**src/rtl/xfm_pkg.sv**
```systemverilog
package xfm_pkg;

   typedef enum logic [1:0] {
      MEAS_NONE = 2'b00,
      MEAS_PASS = 2'b01,
      MEAS_FAIL = 2'b10
   } meas_e;

   // lower window bound, rounded up so anything beyond tolerance is out
   function automatic int unsigned lo_bound(int unsigned nom, int unsigned tol);
      return (nom * (100 - tol) + 99) / 100;
   endfunction

   // upper window bound, rounded down for the same reason
   function automatic int unsigned hi_bound(int unsigned nom, int unsigned tol);
      return (nom * (100 + tol)) / 100;
   endfunction

endpackage

```
**src/rtl/xfm_sync_edge.sv**
```systemverilog
module xfm_sync_edge #(
   parameter int unsigned STAGES = 2
) (
   input  logic clk,
   input  logic rst_n,
   input  logic async_in,
   output logic rise_o
);

   logic [STAGES-1:0] chain_q;
   logic              last_q;

   generate
      if (STAGES == 1) begin : g_one_stage
         always_ff @(posedge clk) begin
            if (!rst_n) chain_q <= '0;
            else        chain_q <= async_in;
         end
      end else begin : g_multi_stage
         always_ff @(posedge clk) begin
            if (!rst_n) chain_q <= '0;
            else        chain_q <= {chain_q[STAGES-2:0], async_in};
         end
      end
   endgenerate

   always_ff @(posedge clk) begin
      if (!rst_n) last_q <= 1'b0;
      else        last_q <= chain_q[STAGES-1];
   end

   assign rise_o = chain_q[STAGES-1] & ~last_q;

endmodule

```
**src/rtl/xfm_period_meter.sv**
```systemverilog
module xfm_period_meter
   import xfm_pkg::*;
#(
   parameter int unsigned CNT_W   = 10,
   parameter int unsigned LO_CNT  = 180,
   parameter int unsigned HI_CNT  = 220,
   parameter int unsigned TMO_CNT = 440
) (
   input  logic             clk,
   input  logic             rst_n,
   input  logic             en,
   input  logic             rise,
   output meas_e            meas_o,
   output logic [CNT_W-1:0] cnt_o
);

   localparam logic [CNT_W-1:0] LO_V  = CNT_W'(LO_CNT);
   localparam logic [CNT_W-1:0] HI_V  = CNT_W'(HI_CNT);
   localparam logic [CNT_W-1:0] TMO_V = CNT_W'(TMO_CNT);
   localparam logic [CNT_W-1:0] ONE_V = CNT_W'(1);

   logic [CNT_W-1:0] cnt_q;
   logic             armed_q;
   meas_e            meas_q;
   logic             in_win;

   assign in_win = (cnt_q >= LO_V) && (cnt_q <= HI_V);

   always_ff @(posedge clk) begin
      if (!rst_n || !en) begin
         cnt_q   <= '0;
         armed_q <= 1'b0;
         meas_q  <= MEAS_NONE;
      end else begin
         meas_q <= MEAS_NONE;
         if (rise) begin
            cnt_q   <= ONE_V;
            armed_q <= 1'b1;
            if (armed_q) meas_q <= in_win ? MEAS_PASS : MEAS_FAIL;
         end else if (cnt_q == TMO_V) begin
            cnt_q  <= ONE_V;
            meas_q <= MEAS_FAIL;
         end else begin
            cnt_q <= cnt_q + ONE_V;
         end
      end
   end

   assign meas_o = meas_q;
   assign cnt_o  = cnt_q;

endmodule

```
**src/rtl/xfm_fail_tracker.sv**
```systemverilog
module xfm_fail_tracker
   import xfm_pkg::*;
#(
   parameter int unsigned FAIL_LIMIT = 4,
   parameter int unsigned RUN_W      = 3
) (
   input  logic             clk,
   input  logic             rst_n,
   input  logic             en,
   input  logic             clr_req,
   input  meas_e            meas,
   output logic             err_o,
   output logic [RUN_W-1:0] run_o
);

   localparam logic [RUN_W-1:0] LIM_V  = RUN_W'(FAIL_LIMIT);
   localparam logic [RUN_W-1:0] LAST_V = RUN_W'(FAIL_LIMIT - 1);

   logic [RUN_W-1:0] run_q;
   logic             err_q;

   generate
      if (FAIL_LIMIT == 1) begin : g_single
         always_ff @(posedge clk) begin
            run_q <= '0;
            if (!rst_n) begin
               err_q <= 1'b0;
            end else if (!en) begin
               if (clr_req) err_q <= 1'b0;
            end else if (meas == MEAS_FAIL) begin
               err_q <= 1'b1;
            end
         end
      end else begin : g_counted
         always_ff @(posedge clk) begin
            if (!rst_n) begin
               run_q <= '0;
               err_q <= 1'b0;
            end else if (!en) begin
               run_q <= '0;
               if (clr_req) err_q <= 1'b0;
            end else begin
               case (meas)
                  MEAS_PASS: run_q <= '0;
                  MEAS_FAIL: begin
                     if (run_q >= LAST_V) err_q <= 1'b1;
                     if (run_q != LIM_V)  run_q <= run_q + RUN_W'(1);
                  end
                  default: ;
               endcase
            end
         end
      end
   endgenerate

   assign err_o = err_q;
   assign run_o = run_q;

endmodule

```
**src/rtl/xtal_freq_mon.sv**
```systemverilog
module xtal_freq_mon
   import xfm_pkg::*;
#(
   parameter int unsigned NOMINAL_CNT = 1000,
   parameter int unsigned TOL_PCT     = 10,
   parameter int unsigned FAIL_LIMIT  = 4,
   parameter int unsigned SYNC_STAGES = 2,
   parameter int unsigned TMO_MULT    = 2
) (
   input  logic clk,
   input  logic rst_n,
   input  logic mon_en,
   input  logic slow_clk,
   input  logic clr_err,
   output logic err_flag
);

   localparam int unsigned LO_CNT  = lo_bound(NOMINAL_CNT, TOL_PCT);
   localparam int unsigned HI_CNT  = hi_bound(NOMINAL_CNT, TOL_PCT);
   localparam int unsigned TMO_CNT = TMO_MULT * HI_CNT;
   localparam int unsigned CNT_W   = $clog2(TMO_CNT + 1);
   localparam int unsigned RUN_W   = $clog2(FAIL_LIMIT + 1);

   generate
      if (TOL_PCT < 1 || TOL_PCT > 99) begin : g_bad_tol
         initial $fatal(1, "xtal_freq_mon: TOL_PCT must lie in 1..99");
      end
      if (NOMINAL_CNT < 10) begin : g_bad_nom
         initial $fatal(1, "xtal_freq_mon: NOMINAL_CNT too small for synchronizer latency");
      end
      if (FAIL_LIMIT < 1) begin : g_bad_lim
         initial $fatal(1, "xtal_freq_mon: FAIL_LIMIT must be at least 1");
      end
      if (SYNC_STAGES < 1) begin : g_bad_sync
         initial $fatal(1, "xtal_freq_mon: SYNC_STAGES must be at least 1");
      end
      if (TMO_MULT < 2) begin : g_bad_tmo
         initial $fatal(1, "xtal_freq_mon: TMO_MULT must be at least 2");
      end
   endgenerate

   logic             rise_s;
   meas_e            meas_s;
   logic [CNT_W-1:0] period_cnt_s;
   logic [RUN_W-1:0] fail_run_s;

   xfm_sync_edge #(
      .STAGES (SYNC_STAGES)
   ) u_sync (
      .clk      (clk),
      .rst_n    (rst_n),
      .async_in (slow_clk),
      .rise_o   (rise_s)
   );

   xfm_period_meter #(
      .CNT_W   (CNT_W),
      .LO_CNT  (LO_CNT),
      .HI_CNT  (HI_CNT),
      .TMO_CNT (TMO_CNT)
   ) u_meter (
      .clk    (clk),
      .rst_n  (rst_n),
      .en     (mon_en),
      .rise   (rise_s),
      .meas_o (meas_s),
      .cnt_o  (period_cnt_s)
   );

   xfm_fail_tracker #(
      .FAIL_LIMIT (FAIL_LIMIT),
      .RUN_W      (RUN_W)
   ) u_track (
      .clk     (clk),
      .rst_n   (rst_n),
      .en      (mon_en),
      .clr_req (clr_err),
      .meas    (meas_s),
      .err_o   (err_flag),
      .run_o   (fail_run_s)
   );

endmodule

```
**config.mk**
```make
export PLATFORM = sky130hd
export DESIGN_NAME = xtal_freq_mon
export DESIGN_NICKNAME = d
export VERILOG_FILES = /design/src/rtl/xfm_pkg.sv /design/src/rtl/xfm_sync_edge.sv /design/src/rtl/xfm_period_meter.sv /design/src/rtl/xfm_fail_tracker.sv /design/src/rtl/xtal_freq_mon.sv
export SDC_FILE = /design/constraint.sdc
export NUM_CORES = 1
export LEC_CHECK = 0
export BUFFER_PORTS_ARGS = -buffer_cell sky130_fd_sc_hd__buf_2
export CAP_MARGIN = 20
export CORE_ASPECT_RATIO = 1.4
export CORE_MARGIN = 3
export CORE_UTILIZATION = 57
export DETAILED_ROUTE_END_ITERATION = 12
export PLACE_DENSITY = 0.75
export SLEW_MARGIN = 10
export SYNTH_ARGS = -nofsm -noshare
export SYNTH_HDL_FRONTEND = slang
export SYNTH_HIERARCHICAL = 1
export SYNTH_SLANG_ARGS = --single-unit
```
**constraint.sdc**
```tcl
create_clock -name clk -period 1.6 [get_ports clk]
set_input_delay 0.24 -clock clk [delete_from_list [all_inputs] [get_ports clk]]
set_output_delay 0.24 -clock clk [all_outputs]
set_load 0.03 [all_outputs]
```
==> results summary <==
The flow ran to the end, and the final reports show no timing, DRC or antenna violations. The total global routing overflow came out at 0. The maximum clock frequency came out at 0.655 GHz. After synthesis, the most frequently instantiated cells are dfxtp_1, nor2_1, inv_1. The number of setup violations in the final report is 0. The distinct cell type count of the synthesized netlist is 34. The clock slew seen by the registers of the worst setup and hold paths came out at 0.11 ns. The number of hold buffers added after CTS was 0. In this run the remaining antenna-violating nets after routing total 0. Setup repair after global routing left no endpoint under its margin.

STA classifies the critical path endpoint as a flop. The iteration count of the initial detailed-routing pass came out at 4. For this run, the register share of the synthesized area comes to 0.421.

In this run the count of I/O pins placed on the die edge is 6. The overall track demand over capacity in global routing is 0.173. TritonCTS built the clock tree. Max-cap violations in this run came to 0. At the pin with the least slew margin, the transition time is 0.410 ns.

The worst hold-check path type is input port to flop. The detailed router finished its first iteration with 11 violations. After the flow finishes, the layout carries non-filler instances totaling 148. For this design the static power due to leakage is 0.429 nW.

Among all stages on the critical path, the largest delay is contributed by or3_4. The final max-slew violation count was 0. In the routed design, unresolved DRC markers number 0.

The share of final-layout standard cells stronger than drive strength 1 is 0.155. The wire length after detailed routing is 1840 um. 0 antenna diodes ended up in the layout. The time the worst path needs with I/O delays and setup is 1.53 ns. For this run, the share of the core covered by cells in the final layout is 0.698. The number of antenna violations at the first check in global routing was 0.

The library cell used as clock root buffer is clkbuf_4. The relative max-transition margin is 0.724. The total power per unit cell area came out at 759 mW/mm2.

Traced cell by cell, the critical path runs through or3_4, nor4_4, or2b_1, buf_4, nor2_1. STA classifies the critical path startpoint as a flop. The total die area came out at 0.00239 mm2. The fraction of synthesized cell area taken by the top area cell type is 0.421. The post-synthesis instance total came out at 116. For this block, the via count after detailed routing is 834. In the finished design, the share of the clock period the worst path needs comes to 0.954.

The filler cell count in the final layout is 134. The final hold violation count came to 0. The core outline area is 0.00166 mm2. The area growth from synthesis to final layout is 10.6%. Yosys attributes the largest share of cell area to dfxtp_1, xnor2_1, nor2_1. The number of placed cells counting well taps is 144. Among cell families on the critical path, the largest total delay comes from simple AND/OR/NAND/NOR gates. In this run the number of H-tree levels came out at 1. The setup clock skew after layout is 0.00214 ns. The critical path required time came out at 1.79 ns. The number of global-route vias before repair is 843. The number of setup buffers added after CTS came out at 0. The count of nets after finishing came out at 140. The count of port buffers added during placement came out at 5. The buffering stage count on the worst path with inverters included is 1. After detailed routing, the number of vias per cell comes to 5.64.

The post-cts sizing count came out at 0. The post-synthesis async set-or-reset flop share came out at 0. The maximum number of pins on one net before global-route repair is 13. The clock latency on the worst-skew pair came out at 0.29 ns. The aggregate negative setup slack is 0 ns. The critical path is of the flop to flop type. The number of standard-cell rows in the floorplan came out at 17. dfxtp_1 takes more of the synthesized area than any other cell. The arrival time of the worst setup path is 1.72 ns. The average wire length per cell after detail routing came out at 12.4 um. The post-DP HPWL is 1410 um. The synthesized area per cell is 9.02 um2. For this run, the leading register cell type out of synthesis is dfxtp_1. The final total power is 0.878 mW.

The starting utilization of the core area came out at 0.630. The count of flip-flops with a built-in enable after synthesis is 0. The flip-flop and latch count after synthesis came out at 22. For this run, the slowest stage of the critical path takes 0.39 ns. The worst voltage drop across the vdd grid came out at 0.456 mV.

The total of warnings raised by yosys came out at 6. The final weighted congestion of routability-driven global placement is 0.854. The die extent in y is 56.7 um.

After synthesis the cells add up to 0.00105 mm2. Counting every sink on the clock net gives 22. In this run the deepest clock path goes through 2 buffers. Measured along the x axis, the die boundary spans 42.2 um. The number of nets in the synthesized netlist is 126. Timing analysis after detailed placement gives a worst setup slack of 0.0966 ns. The number of buffers inserted during clock tree synthesis is 3. The first global-routing pass estimated 3290 um of wire.

The largest fanout on the critical path came out at 7. In the post-synthesis netlist, the cell with the most instances is dfxtp_1. The setup slack of the critical path after layout came out at 0.0730 ns.
## stage by stage
step / area, um2 / hold WS (ns)
after floorplan: 1050 / 0.362
final: 1160 / 0.147
after global placement: 1120 / 0.410
after detailed placement: 1120 / 0.415
after global routing: 1160 / 0.128
after CTS: 1160 / 0.129
## placed cells by master, fill, tap and decap left out
cell type	synthesis	final
a211oi_1	2	2
a21o_1	1	1
a21oi_1	2	2
a22o_1	1	1
a31oi_1	1	1
a32oi_1	1	1
and2_1	4	4
and3b_2	1	1
buf_2	0	5
buf_4	0	5
clkbuf_4	0	3
clkbuf_8	0	1
dfxtp_1	22	22
ha_1	5	5
inv_1	11	11
nand2_1	6	6
nand2_2	1	1
nand2b_1	1	1
nand3_1	5	5
nand4_1	1	1
nand4b_1	1	1
nor2_1	18	18
nor2b_4	1	1
nor3_1	6	6
nor4_1	1	1
nor4_4	1	1
o211ai_1	3	3
o311a_1	1	1
o31ai_1	1	1
o32ai_1	2	2
o41ai_1	1	1
or2_2	1	1
or2b_1	1	1
or3_1	1	1
or3_4	1	1
xnor2_1	8	8
xor2_1	2	2
## layout make-up
type / count / area (um2) / area share
multi-input combinational: 82 / 553 / 0.478
sequential: 22 / 440 / 0.381
timing repair buffer: 10 / 62.6 / 0.0541
inverter: 11 / 41.3 / 0.0357
clock buffer: 4 / 36.3 / 0.0314
tap: 19 / 23.8 / 0.0205
## worst reg2reg max path, cell delays in order, from the launching register on
cell and delay (ns):
dfxtp_1 0.36, or3_4 0.39, nor4_4 0.30, or2b_1 0.17, buf_4 0.16, nor2_1 0.05
## state kept, by name, indices dropped and copies added (netlist names)
signal and count:
u_meter/armed_q 1, u_meter/cnt_o 12, u_meter/meas_o 2, u_sync/chain_q 2
u_sync/last_q 1, u_track/err_o 1, u_track/run_o 3
## final timing paths
path	startpoint	endpoint	slack, ns	cells past startpoint
worst max register to register	u_meter/cnt_o[6]	u_meter/cnt_o[10]	0.07	5
worst min-delay path	slow_clk	u_sync/chain_q[0]	0.15	2
worst min register to register	u_sync/chain_q[0]	u_sync/chain_q[1]	0.44	1
worst max-delay path	u_meter/cnt_o[6]	u_meter/cnt_o[10]	0.07	5
## per-layer routing
metal	wire length [um]	global-route usage
met1	787	0.178
met2	933	0.309
met3	65	0.0481
met4	55	0.0844
met5	0	0
## cell families (layout without fill, tap and decap cells)
kind of cell | Yosys count | after routing | synth area share
buffers and inverters | 12 | 25 | 0.0502
AO/OA/AOI/OAI | 16 | 16 | 0.117
adder cells (fa/ha/maj) | 5 | 5 | 0.0598
flip-flops | 22 | 22 | 0.421
XOR/XNOR | 10 | 10 | 0.0837
AND/OR/NAND/NOR | 51 | 51 | 0.268
## where the power goes
group / internal [mW] / switching (mW)
Clock: 0.138 / 0.147
Combinational: 0.0165 / 0.0198
Sequential: 0.553 / 0.00335
No activity file was read; power rests on OpenSTA's default activity.
